==> src/rtl/rxbuf_pkg.sv <==
package rxbuf_pkg;
  localparam int FRAME_MAX = 12;

  // start + data (5..8) + optional parity + stop (1 or 2)
  function automatic logic [3:0] frame_bits(input logic [3:0] fmt);
    logic [3:0] n;
    n = 4'd6 + {2'b00, fmt[1:0]} + {3'b000, fmt[3]} + (fmt[2] ? 4'd2 : 4'd1);
    return n;
  endfunction

  function automatic logic [4:0] trig_level(input logic [1:0] sel);
    logic [4:0] lv;
    case (sel)
      2'b00:   lv = 5'd1;
      2'b01:   lv = 5'd4;
      2'b10:   lv = 5'd8;
      default: lv = 5'd14;
    endcase
    return lv;
  endfunction
endpackage

==> src/rtl/rxbuf_store.sv <==
module rxbuf_store #(
  parameter int WIDTH = 8,
  parameter int DEPTH = 16
) (
  input  logic                       clk,
  input  logic                       rst_n,
  input  logic                       clr,
  input  logic                       wr_en,
  input  logic [WIDTH-1:0]           wr_data,
  input  logic                       rd_en,
  output logic [WIDTH-1:0]           head,
  output logic [$clog2(DEPTH+1)-1:0] count
);
  localparam int AW = $clog2(DEPTH);
  localparam int CW = $clog2(DEPTH+1);
  localparam logic [AW-1:0] LAST = AW'(DEPTH-1);

  logic [WIDTH-1:0] mem [DEPTH];
  logic [AW-1:0] wptr_q, wptr_d, rptr_q, rptr_d;
  logic [CW-1:0] cnt_q, cnt_d;

  always_comb begin
    wptr_d = wptr_q;
    rptr_d = rptr_q;
    cnt_d  = cnt_q;
    if (clr) begin
      wptr_d = '0;
      rptr_d = '0;
      cnt_d  = '0;
    end else begin
      if (wr_en) wptr_d = (wptr_q == LAST) ? '0 : wptr_q + AW'(1);
      if (rd_en) rptr_d = (rptr_q == LAST) ? '0 : rptr_q + AW'(1);
      cnt_d = cnt_q + CW'(wr_en) - CW'(rd_en);
    end
  end

  always_ff @(posedge clk or negedge rst_n) begin
    if (!rst_n) begin
      wptr_q <= '0;
      rptr_q <= '0;
      cnt_q  <= '0;
    end else begin
      wptr_q <= wptr_d;
      rptr_q <= rptr_d;
      cnt_q  <= cnt_d;
    end
  end

  always_ff @(posedge clk) begin
    if (wr_en && !clr) mem[wptr_q] <= wr_data;
  end

  assign head  = mem[rptr_q];
  assign count = cnt_q;

  // the controller never writes into a full store
  p_no_overflow_r1: assert property (@(posedge clk) disable iff (!rst_n)
    (wr_en && !clr) |-> (cnt_q < CW'(DEPTH)));
  // the controller never pops an empty store
  p_no_underflow_r5: assert property (@(posedge clk) disable iff (!rst_n)
    (rd_en && !clr) |-> (cnt_q != '0));
endmodule

==> src/rtl/rxbuf_timer.sv <==
module rxbuf_timer #(
  parameter int CW = 6
) (
  input  logic          clk,
  input  logic          rst_n,
  input  logic          clr,
  input  logic          load,
  input  logic [CW-1:0] load_val,
  input  logic          tick,
  output logic          expire
);
  logic          armed_q, armed_d;
  logic [CW-1:0] cnt_q, cnt_d;

  assign expire = armed_q && tick && (cnt_q == CW'(1)) && !load && !clr;

  always_comb begin
    armed_d = armed_q;
    cnt_d   = cnt_q;
    if (clr) begin
      armed_d = 1'b0;
      cnt_d   = '0;
    end else if (load) begin
      armed_d = 1'b1;
      cnt_d   = load_val;
    end else if (armed_q && tick) begin
      if (cnt_q == CW'(1)) begin
        armed_d = 1'b0;
        cnt_d   = '0;
      end else begin
        cnt_d = cnt_q - CW'(1);
      end
    end
  end

  always_ff @(posedge clk or negedge rst_n) begin
    if (!rst_n) begin
      armed_q <= 1'b0;
      cnt_q   <= '0;
    end else begin
      armed_q <= armed_d;
      cnt_q   <= cnt_d;
    end
  end

  // a running counter always has ticks left
  p_armed_nonzero_r3: assert property (@(posedge clk) disable iff (!rst_n)
    armed_q |-> (cnt_q != '0));
  // expiry stops the counter
  p_expire_stops_r3: assert property (@(posedge clk) disable iff (!rst_n)
    expire |=> !armed_q);
endmodule

==> src/rtl/uart_rx_buffer.sv <==
module uart_rx_buffer
  import rxbuf_pkg::*;
#(
  parameter int DEPTH    = 16,
  parameter int TO_CHARS = 4
) (
  input  logic                       clk,
  input  logic                       rst_n,
  input  logic                       rx_valid,
  input  logic [7:0]                 rx_data,
  input  logic                       rx_break,
  input  logic                       rd_en,
  output logic [7:0]                 rd_data,
  input  logic                       lsr_rd,
  input  logic                       ctrl_wr,
  input  logic                       ctrl_fifo_en,
  input  logic                       ctrl_rx_flush,
  input  logic                       ctrl_tx_flush,
  input  logic [1:0]                 ctrl_trig,
  input  logic [3:0]                 line_fmt,
  input  logic                       baud_tick,
  output logic                       tx_flush,
  output logic                       data_ready,
  output logic                       overrun,
  output logic                       break_flag,
  output logic                       timeout_pend,
  output logic [$clog2(DEPTH+1)-1:0] fill_count,
  output logic                       trig_hit
);
  localparam int CW = $clog2(DEPTH+1);
  localparam int TW = $clog2(TO_CHARS*FRAME_MAX+1);

  logic       fen_q, fen_d;
  logic [1:0] trig_q, trig_d;
  logic [7:0] hold_q, hold_d;
  logic       dr_q, dr_d, ovr_q, ovr_d, brk_q, brk_d, tp_q, tp_d;

  logic          toggle, rx_clr, push_in, full, empty;
  logic          f_push, f_pop, ovf, rd_clear, reload, expire;
  logic [7:0]    push_byte, head;
  logic [CW-1:0] count, count_after;
  logic [TW-1:0] to_load;

  assign toggle    = ctrl_wr && (ctrl_fifo_en != fen_q);
  assign rx_clr    = ctrl_wr && (ctrl_rx_flush || toggle);
  assign tx_flush  = ctrl_wr && (ctrl_tx_flush || toggle);
  assign push_in   = rx_valid || rx_break;
  assign push_byte = rx_break ? 8'h00 : rx_data;
  assign full      = (count == CW'(DEPTH));
  assign empty     = (count == '0);

  assign f_push      = fen_q && push_in && !full && !rx_clr;
  assign f_pop       = fen_q && rd_en && !empty && !rx_clr;
  assign count_after = count + CW'(f_push) - CW'(f_pop);
  assign ovf         = push_in && !rx_clr && (fen_q ? full : dr_q);
  assign rd_clear    = rd_en && !rx_clr && (fen_q ? (count_after == '0) : 1'b1);
  assign reload      = fen_q && !rx_clr && (push_in || (f_pop && count_after != '0));
  assign to_load     = TW'(TO_CHARS) * TW'(frame_bits(line_fmt));

  rxbuf_store #(.WIDTH(8), .DEPTH(DEPTH)) u_store (
    .clk(clk), .rst_n(rst_n), .clr(rx_clr), .wr_en(f_push), .wr_data(push_byte),
    .rd_en(f_pop), .head(head), .count(count)
  );

  rxbuf_timer #(.CW(TW)) u_timer (
    .clk(clk), .rst_n(rst_n), .clr(rx_clr), .load(reload), .load_val(to_load),
    .tick(baud_tick), .expire(expire)
  );

  always_comb begin
    fen_d  = ctrl_wr ? ctrl_fifo_en : fen_q;
    trig_d = ctrl_wr ? ctrl_trig : trig_q;
    hold_d = (!fen_q && push_in && !rx_clr) ? push_byte : hold_q;

    if (rx_clr)        dr_d = 1'b0;
    else if (push_in)  dr_d = 1'b1;
    else if (rd_clear) dr_d = 1'b0;
    else               dr_d = dr_q;

    if (rx_clr)                  brk_d = 1'b0;
    else if (rx_break)           brk_d = 1'b1;
    else if (rd_clear || lsr_rd) brk_d = 1'b0;
    else                         brk_d = brk_q;

    if (ovf)         ovr_d = 1'b1;
    else if (lsr_rd) ovr_d = 1'b0;
    else             ovr_d = ovr_q;

    if (rx_clr || rd_en)      tp_d = 1'b0;
    else if (expire && !empty) tp_d = 1'b1;
    else                      tp_d = tp_q;
  end

  always_ff @(posedge clk or negedge rst_n) begin
    if (!rst_n) begin
      fen_q  <= 1'b0;
      trig_q <= 2'b00;
      hold_q <= 8'h00;
      dr_q   <= 1'b0;
      ovr_q  <= 1'b0;
      brk_q  <= 1'b0;
      tp_q   <= 1'b0;
    end else begin
      fen_q  <= fen_d;
      trig_q <= trig_d;
      hold_q <= hold_d;
      dr_q   <= dr_d;
      ovr_q  <= ovr_d;
      brk_q  <= brk_d;
      tp_q   <= tp_d;
    end
  end

  assign rd_data      = fen_q ? (empty ? 8'h00 : head) : hold_q;
  assign data_ready   = dr_q;
  assign overrun      = ovr_q;
  assign break_flag   = brk_q;
  assign timeout_pend = tp_q;
  assign fill_count   = count;
  assign trig_hit     = fen_q ? (count >= CW'(trig_level(trig_q))) : dr_q;

  // a byte arriving at a full FIFO is lost, contents kept
  p_full_drop_r1: assert property (@(posedge clk) disable iff (!rst_n)
    (fen_q && full && push_in && !rx_clr && !rd_en) |=> (overrun && fill_count == CW'(DEPTH)));
  // the timeout flag only rises while data is held
  p_pend_has_data_r3: assert property (@(posedge clk) disable iff (!rst_n)
    $rose(timeout_pend) |-> (fill_count != '0));
  // any data read drops the timeout flag
  p_read_drops_pend_r4: assert property (@(posedge clk) disable iff (!rst_n)
    rd_en |=> !timeout_pend);
  // flush leaves an empty, quiet receiver
  p_flush_r6: assert property (@(posedge clk) disable iff (!rst_n)
    rx_clr |=> (fill_count == '0 && !data_ready && !break_flag && !timeout_pend));
  // toggling the enable bit empties the FIFO
  p_toggle_empties_r7: assert property (@(posedge clk) disable iff (!rst_n)
    toggle |=> (fill_count == '0));
  // a break marks both status flags
  p_break_sets_r8: assert property (@(posedge clk) disable iff (!rst_n)
    (rx_break && !rx_clr) |=> (break_flag && data_ready));
  // holding-register overrun
  p_hold_overrun_r9: assert property (@(posedge clk) disable iff (!rst_n)
    (!fen_q && data_ready && push_in && !rx_clr) |=> overrun);
endmodule

==> config.mk <==
export PLATFORM = sky130hd
export DESIGN_NAME = uart_rx_buffer
export DESIGN_NICKNAME = d
export VERILOG_FILES = /design/src/rtl/rxbuf_pkg.sv /design/src/rtl/rxbuf_store.sv /design/src/rtl/rxbuf_timer.sv /design/src/rtl/uart_rx_buffer.sv
export SDC_FILE = /design/constraint.sdc
export NUM_CORES = 1
export LEC_CHECK = 0
export ABC_AREA = 1
export ABC_CLOCK_PERIOD_IN_PS = 4300
export BUFFER_PORTS_ARGS = -buffer_cell sky130_fd_sc_hd__buf_4
export CORE_UTILIZATION = 65
export CTS_BUF_LIST = sky130_fd_sc_hd__clkbuf_8 sky130_fd_sc_hd__clkbuf_16
export CTS_CLUSTER_SIZE = 28
export DETAILED_ROUTE_END_ITERATION = 12
export GPL_TIMING_DRIVEN = 0
export PLACE_DENSITY = 0.87
export SYNTH_ARGS = -nofsm -noshare
export SYNTH_HDL_FRONTEND = slang
export SYNTH_SLANG_ARGS = --single-unit
==> constraint.sdc <==
create_clock -name clk -period 4.3 [get_ports clk]
set_input_delay 0.43 -clock clk [delete_from_list [all_inputs] [get_ports clk]]
set_output_delay 0.43 -clock clk [all_outputs]
set_load 0.03 [all_outputs]
# Word level (Yosys, flattened, before mapping)
# Memory sizes are Yosys's and may differ from the RTL's.
# Index checks and enable logic that the tools add are counted.
# op_classes
addsub	8
order_cmp	1
n_eq_ne	7
muxes	35
n_reduce_logical	48
# ops
operator	count
$logic_and A1 B1 Y1	24
$mux W4	6
$mux W6	4
$mux W8	3
$mux W1	19
$pmux W4 S3	1
$reduce_bool A3 Y1	4
$logic_not A5 Y1	2
$add A4 B1 Y4 const B	2
$eq A4 B4 Y1 const B	2
$reduce_bool A2 Y1	4
$eq A6 B1 Y1 const B	1
$logic_or A1 B1 Y1	6
$sub A6 B1 Y6 const B	1
$add A5 B1 Y5	1
$eq A5 B5 Y1 const B	1
$ge A5 B5 Y1	1
$logic_not A1 Y1	5
$mux W5	1
$reduce_bool A5 Y1	1
$sub A5 B1 Y5	1
$add A3 B2 Y4 const A	1
$add A4 B1 Y4	1
$add A4 B2 Y4	1
other kinds (6)	6
# word_totals
register_bits	35
ram_bits	128
in_bits	25
output_inout_bits	19
word_cells	112
n_memories	1
# memory_table
memory	depth	width	rd	rd_clocked_by_memory_dff	wr	line	rtl
u_store.mem	16	8	1	0	1	rxbuf_store.sv:18	logic [WIDTH-1:0] mem [DEPTH];

# Depth between registers and ports, before layout
# logic_depth
word_depth	18
mapped_depth	23
depth_no_buf	22

# Cells and area by module
# A second synthesis with hierarchy kept.
# hier_totals
cells_unflattened	881
hier_area_um2	8114.0
# by_module_without_submodules
mod	n_inst	cells_each	area_per_inst_um2
rxbuf_store	1	612	6257.3
uart_rx_buffer	1	193	1343.8
rxbuf_timer	1	76	513.0

# Worst setup path before layout
# OpenSTA, ideal clock, no wires.
# synth_path
kind	register to register
startpoint	reg u_store.cnt_q[2] (netlist: u_store.count[2])
endpoint	reg u_timer.cnt_q[5]
setup_time_ns	0.118
arrival_time_ns	3.030
setup_slack_ns	1.152
stages_incl_launch_ff	23
n_path_buf	1
period_less_slack_ns	3.148
path_cell_list	dfrtp_1 -> inv_1 -> ha_1 -> nand4_1 -> nand3_1 -> nor2_4 -> ha_1 -> inv_1 -> ha_1 -> inv_1 -> fa_1 -> nand3b_1 -> nand3_1 -> nand2_1 -> nand2_1 -> nand2_1 -> nand2_2 -> nand2_4 -> buf_6 -> nand2_1 -> nand2_1 -> nand3_1 -> nand2_1
# synth_between
elab_chain_cells	12
# synth_lines
element	line	rtl
start, declared	rxbuf_store.sv:20	logic [CW-1:0] cnt_q, cnt_d;
start signal, assigned	rxbuf_store.sv:45	cnt_q <= cnt_d;
$eq A5 B5 Y1	uart_rx_buffer.sv:49	assign full = (count == CW'(DEPTH));
$logic_not A1 Y1	uart_rx_buffer.sv:52	assign f_push = fen_q && push_in && !full && !rx_clr;
$logic_and A1 B1 Y1 (2 in series)	uart_rx_buffer.sv:52	
$add A5 B1 Y5	uart_rx_buffer.sv:54	assign count_after = count + CW'(f_push) - CW'(f_pop);
$sub A5 B1 Y5	uart_rx_buffer.sv:54	
$reduce_bool A5 Y1	uart_rx_buffer.sv:57	assign reload = fen_q && !rx_clr && (push_in || (f_pop && count_after != '0));
$logic_and A1 B1 Y1 (*)	uart_rx_buffer.sv:57	
$logic_or A1 B1 Y1 (*)	uart_rx_buffer.sv:57	
$logic_and A1 B1 Y1 (*)	uart_rx_buffer.sv:57	
$mux W6	rxbuf_timer.sv:23	end else if (load) begin
$mux W6	rxbuf_timer.sv:20	if (clr) begin
end signal, assigned	rxbuf_timer.sv:42	cnt_q <= cnt_d;
end, declared	rxbuf_timer.sv:13	logic [CW-1:0] cnt_q, cnt_d;
# Mark *: on every way between the ends. The rest lies on a longest branch, timed or not.
# A chain may end at the register's enable or synchronous reset.

# Worst setup path after layout
# layout_path
startpoint	reg u_store.cnt_q[3] (netlist: u_store.count[3])
endpoint	reg u_timer.cnt_q[1]
# The elaborated chain is that of the path after synthesis.

==> qor.tcl <==
set qor(run_status) {complete, but fails checks}
set qor(drive_gt1_share_pct) 12.7
set qor(cts_setup_buffers) 0
set qor(combinationalPowerShare_pct) 24.0
set qor(drv_slew) 18
set qor(detail_route.wirelength_microns) 18600
set qor(setup.worst_path.start_class) {flop}
set qor(period_share_pct) 81.4
set qor(floorplan.die.width_microns) 109
set qor(antennaDiodeCount) 0
set qor(pre_cts_slack_ps) 852
set qor(viasPerCell) 6.27
set qor(cp_data_required_time_ps) 4640
set qor(total_leakage_power_nw) 3.44
set qor(design_power_total_mw) 4.51
set qor(tritoncts) {done}
set qor(setup_repair_after_global_routing_missed_its_margin) {false}
set qor(grt_antenna_before_repair) 0
set qor(final_common_cell) {edfxtp_1}
set qor(grt_pass1_vias) 5738
set qor(ios) 44
set qor(cts.clk_slew.worst_paths_ps) 70
set qor(pin_count_of_the_biggest_net_entering_global_routing) 36
set qor(worstHoldPathCells) 2
set qor(placement.cell_area_sq_mm) 0.00791
set qor(intPower_mw) 3.10
set qor(finish.utilization_pct) 77.9
set qor(cts_num_sinks) 163
set qor(cts-htree-levels) 4
set qor(clock.fmax_mhz) 286
set qor(cp.arrival_ps) 3840
set qor(dieArea_sq_mm) 0.0119
set qor(total_switching_power_mw) 1.41
set qor(die-height_microns) 109
set qor(hold_buffers) 1
set qor(wl_per_cell_microns) 20.3
set qor(setup_viol_count_final) 0
set qor(place.detailed.instances) 879
set qor(p_sw_share_pct) 31.3
set qor(worstMarginPinSlew_ps) 1520
set qor(synth.cell_area_sq_mm) 0.00742
set qor(seq_power_share_pct) 41.0
set qor(grt.overflow.total) 0
set qor(synth-seq-area-share_pct) 63.6
set qor(worst-r2r-cell-count) 22
set qor(buffer_ports.inserted) 41
set qor(drc) 0
set qor(finalHoldViolations) 0
set qor(clock-root-buffer) {clkbuf_16}
set qor(gate_count_of_the_mapped_netlist) 698
set qor(design.final.nets) 808
set qor(clkLatencyLatePin_ps) 420
set qor(worst_setup_path_end_kind) {flop}
set qor(yosys_register_bits) 163
set qor(hold_path_class) {in2reg}
set qor(whs_ps) 234
set qor(vias) 5727
set qor(grt_pass1_wl_microns) 29200
set qor(cts_resized) 0
set qor(fin_skew_ps) 7.62
set qor(timing.final.crit_period_ps) 3500
set qor(mostFrequentLayoutCells) {edfxtp_1, nand2_1, o21ai_0}
set qor(instances_no_fill) 914
set qor(cap_violations) 1
set qor(area_of_the_placeable_core_sq_mm) 0.0110
set qor(cts-buffers-inserted) 17
set qor(gr-usage-all-layers_pct) 34.2
set qor(setup_tns_ps) 0
set qor(slew_headroom_pct) -1.80
set qor(syn_nets) 745
set qor(power-per-cell-area_mw_per_mm2) 527
set qor(syn_avg_cell_area_sq_um) 10.6
set qor(p_clk_share_pct) 35.0
set qor(hpwl_microns) 12000
set qor(starting_utilization_of_the_core_area_pct) 67.6
set qor(reg2reg_from) {u_store.count[3]}
set qor(regToRegEndpoint) {u_timer.cnt_q[1]}
set qor(violations) {max-capacitance violations, max-slew violations}
set qor(timing.hold.worst.start) {lsr_rd}
set qor(count_of_distinct_cell_types_in_the_synthesized_netlist) 34
set qor(detail_route.first_pass.iterations) 5
set qor(drt_iter0_markers) 577
set qor(syn_to_final_growth_pct) 15.3
set qor(count_of_standard_cell_rows) 38
set qor(num-fill-cells) 692
set qor(cts_max_path_buffers) 2
set qor(place.gp.congestion) 0.975
set qor(min_delay_worst_endpoint) {overrun}
set qor(final.setup.worst_slack_ps) 801
set qor(residual_antenna_violating_net_count_after_detailed_routing) 0
set qor(vdd_ir_drop_max_v) 0.000405
set qor(crit_path_category) {reg2reg}
set qor(final_cell_area_sq_mm) 0.00856
set qor(synth_warnings) 0
set qor(critical_path_maximum_fanout) 5
set qor(rrSetupSlack_ps) 800
## synthesized netlist by cell type, drive strengths merged
cell     instances  area share [%]
edfxtp         128              52
nand2          115             6.0
o21ai           92             6.4
inv             79             4.1
nor2            77             4.2
nand3           42             3.0
dfrtp           35              12
a21oi           22             1.5
clkbuf          20             1.0
ha              20             3.4
o221ai          14             1.7
nand4           11            0.93
buf              9            0.86
nor3             8            0.54
o22ai            8            0.67
nand3b           4            0.57
clkinv           3            0.15
xor2             3            0.35
a31oi            2            0.17
fa               2            0.54
xnor2            2            0.24
o2111ai          1            0.12
or2              1           0.084
## registers in the layout, summed over array words and instances (netlist names)
name and flops:
data_ready 1, u_store.wptr_q 4, u_timer.cnt_q 6, trig_q 2
u_timer.armed_q 1, u_store.count 5, u_store.mem 128, break_flag 1
timeout_pend 1, hold_q 8, overrun 1, fen_q 1
u_store.rptr_q 4
## final cells by class
cell class | instances | area [sq um] | area share, %
plain buffers | 29 | 139 | 1.62
well taps | 140 | 175 | 2.05
flip-flops and latches | 163 | 4720 | 55.2
repair buffers | 44 | 340 | 3.98
multi-input cells | 424 | 2250 | 26.3
clock inverters | 15 | 189 | 2.21
clock buffers | 17 | 425 | 4.97
inverters | 82 | 315 | 3.68
## kinds of logic after synthesis
kind of cell | share of synthesized area [%]
xor+xnor | 0.590
simple gates | 15.4
flops | 63.6
compound gates | 10.4
buf+inv | 6.12
fa+ha+maj | 3.91
## metal layers
| metal | routed length (microns) | vias up | GRT usage, % |
|---|---|---|---|
| met1 | 6800 | 2754 | 41.8 |
| met5 | 0 | - | 0 |
| met2 | 9270 | 381 | 58.1 |
| met3 | 1920 | 55 | 7.47 |
| met4 | 580 | 0 | 15.6 |
| li1 | - | 2537 | - |
## how the worst max path moves through the flow
stage / startpoint / end / slack, ps / cells past startpoint
5_1_grt: u_store.count[3] / u_timer.cnt_q[2] / 490 / 22
4_1_cts: u_store.count[2] / u_timer.cnt_q[5] / 830 / 22
3_3_place_gp: u_store.count[2] / u_timer.cnt_q[1] / 970 / 21
3_5_place_dp: u_store.count[2] / u_timer.cnt_q[5] / 850 / 22
6_report: u_store.count[3] / u_timer.cnt_q[1] / 800 / 22
2_1_floorplan: u_store.count[2] / u_timer.cnt_q[5] / 1150 / 22
## worst max-delay path, stage by stage (launching register included)
cell	delay (ps)
dfrtp_1	420
inv_1	90
ha_1	210
nand4_1	170
nand3_1	170
nor2_4	210
ha_1	260
inv_1	60
ha_1	190
inv_1	70
fa_1	400
nand3b_1	220
nand2_1	90
nand2_1	50
nand2_1	70
nand2_1	90
nand2_1	80
nand2_2	90
nand2_4	90
nand3_2	110
inv_1	140
nand2_1	70
o21ai_1	70
## power by group through the flow
stage	clock [mW]	combinational (mW)	sequential [mW]
6_report	1.58	1.08	1.85
5_1_grt	1.64	1.19	1.86
4_1_cts	1.57	1.07	1.85
3_5_place_dp	0	1.05	1.87
3_3_place_gp	0	0.994	1.87
2_1_floorplan	0	0.665	1.90
Note: power is estimated with default switching activity, not from simulation.
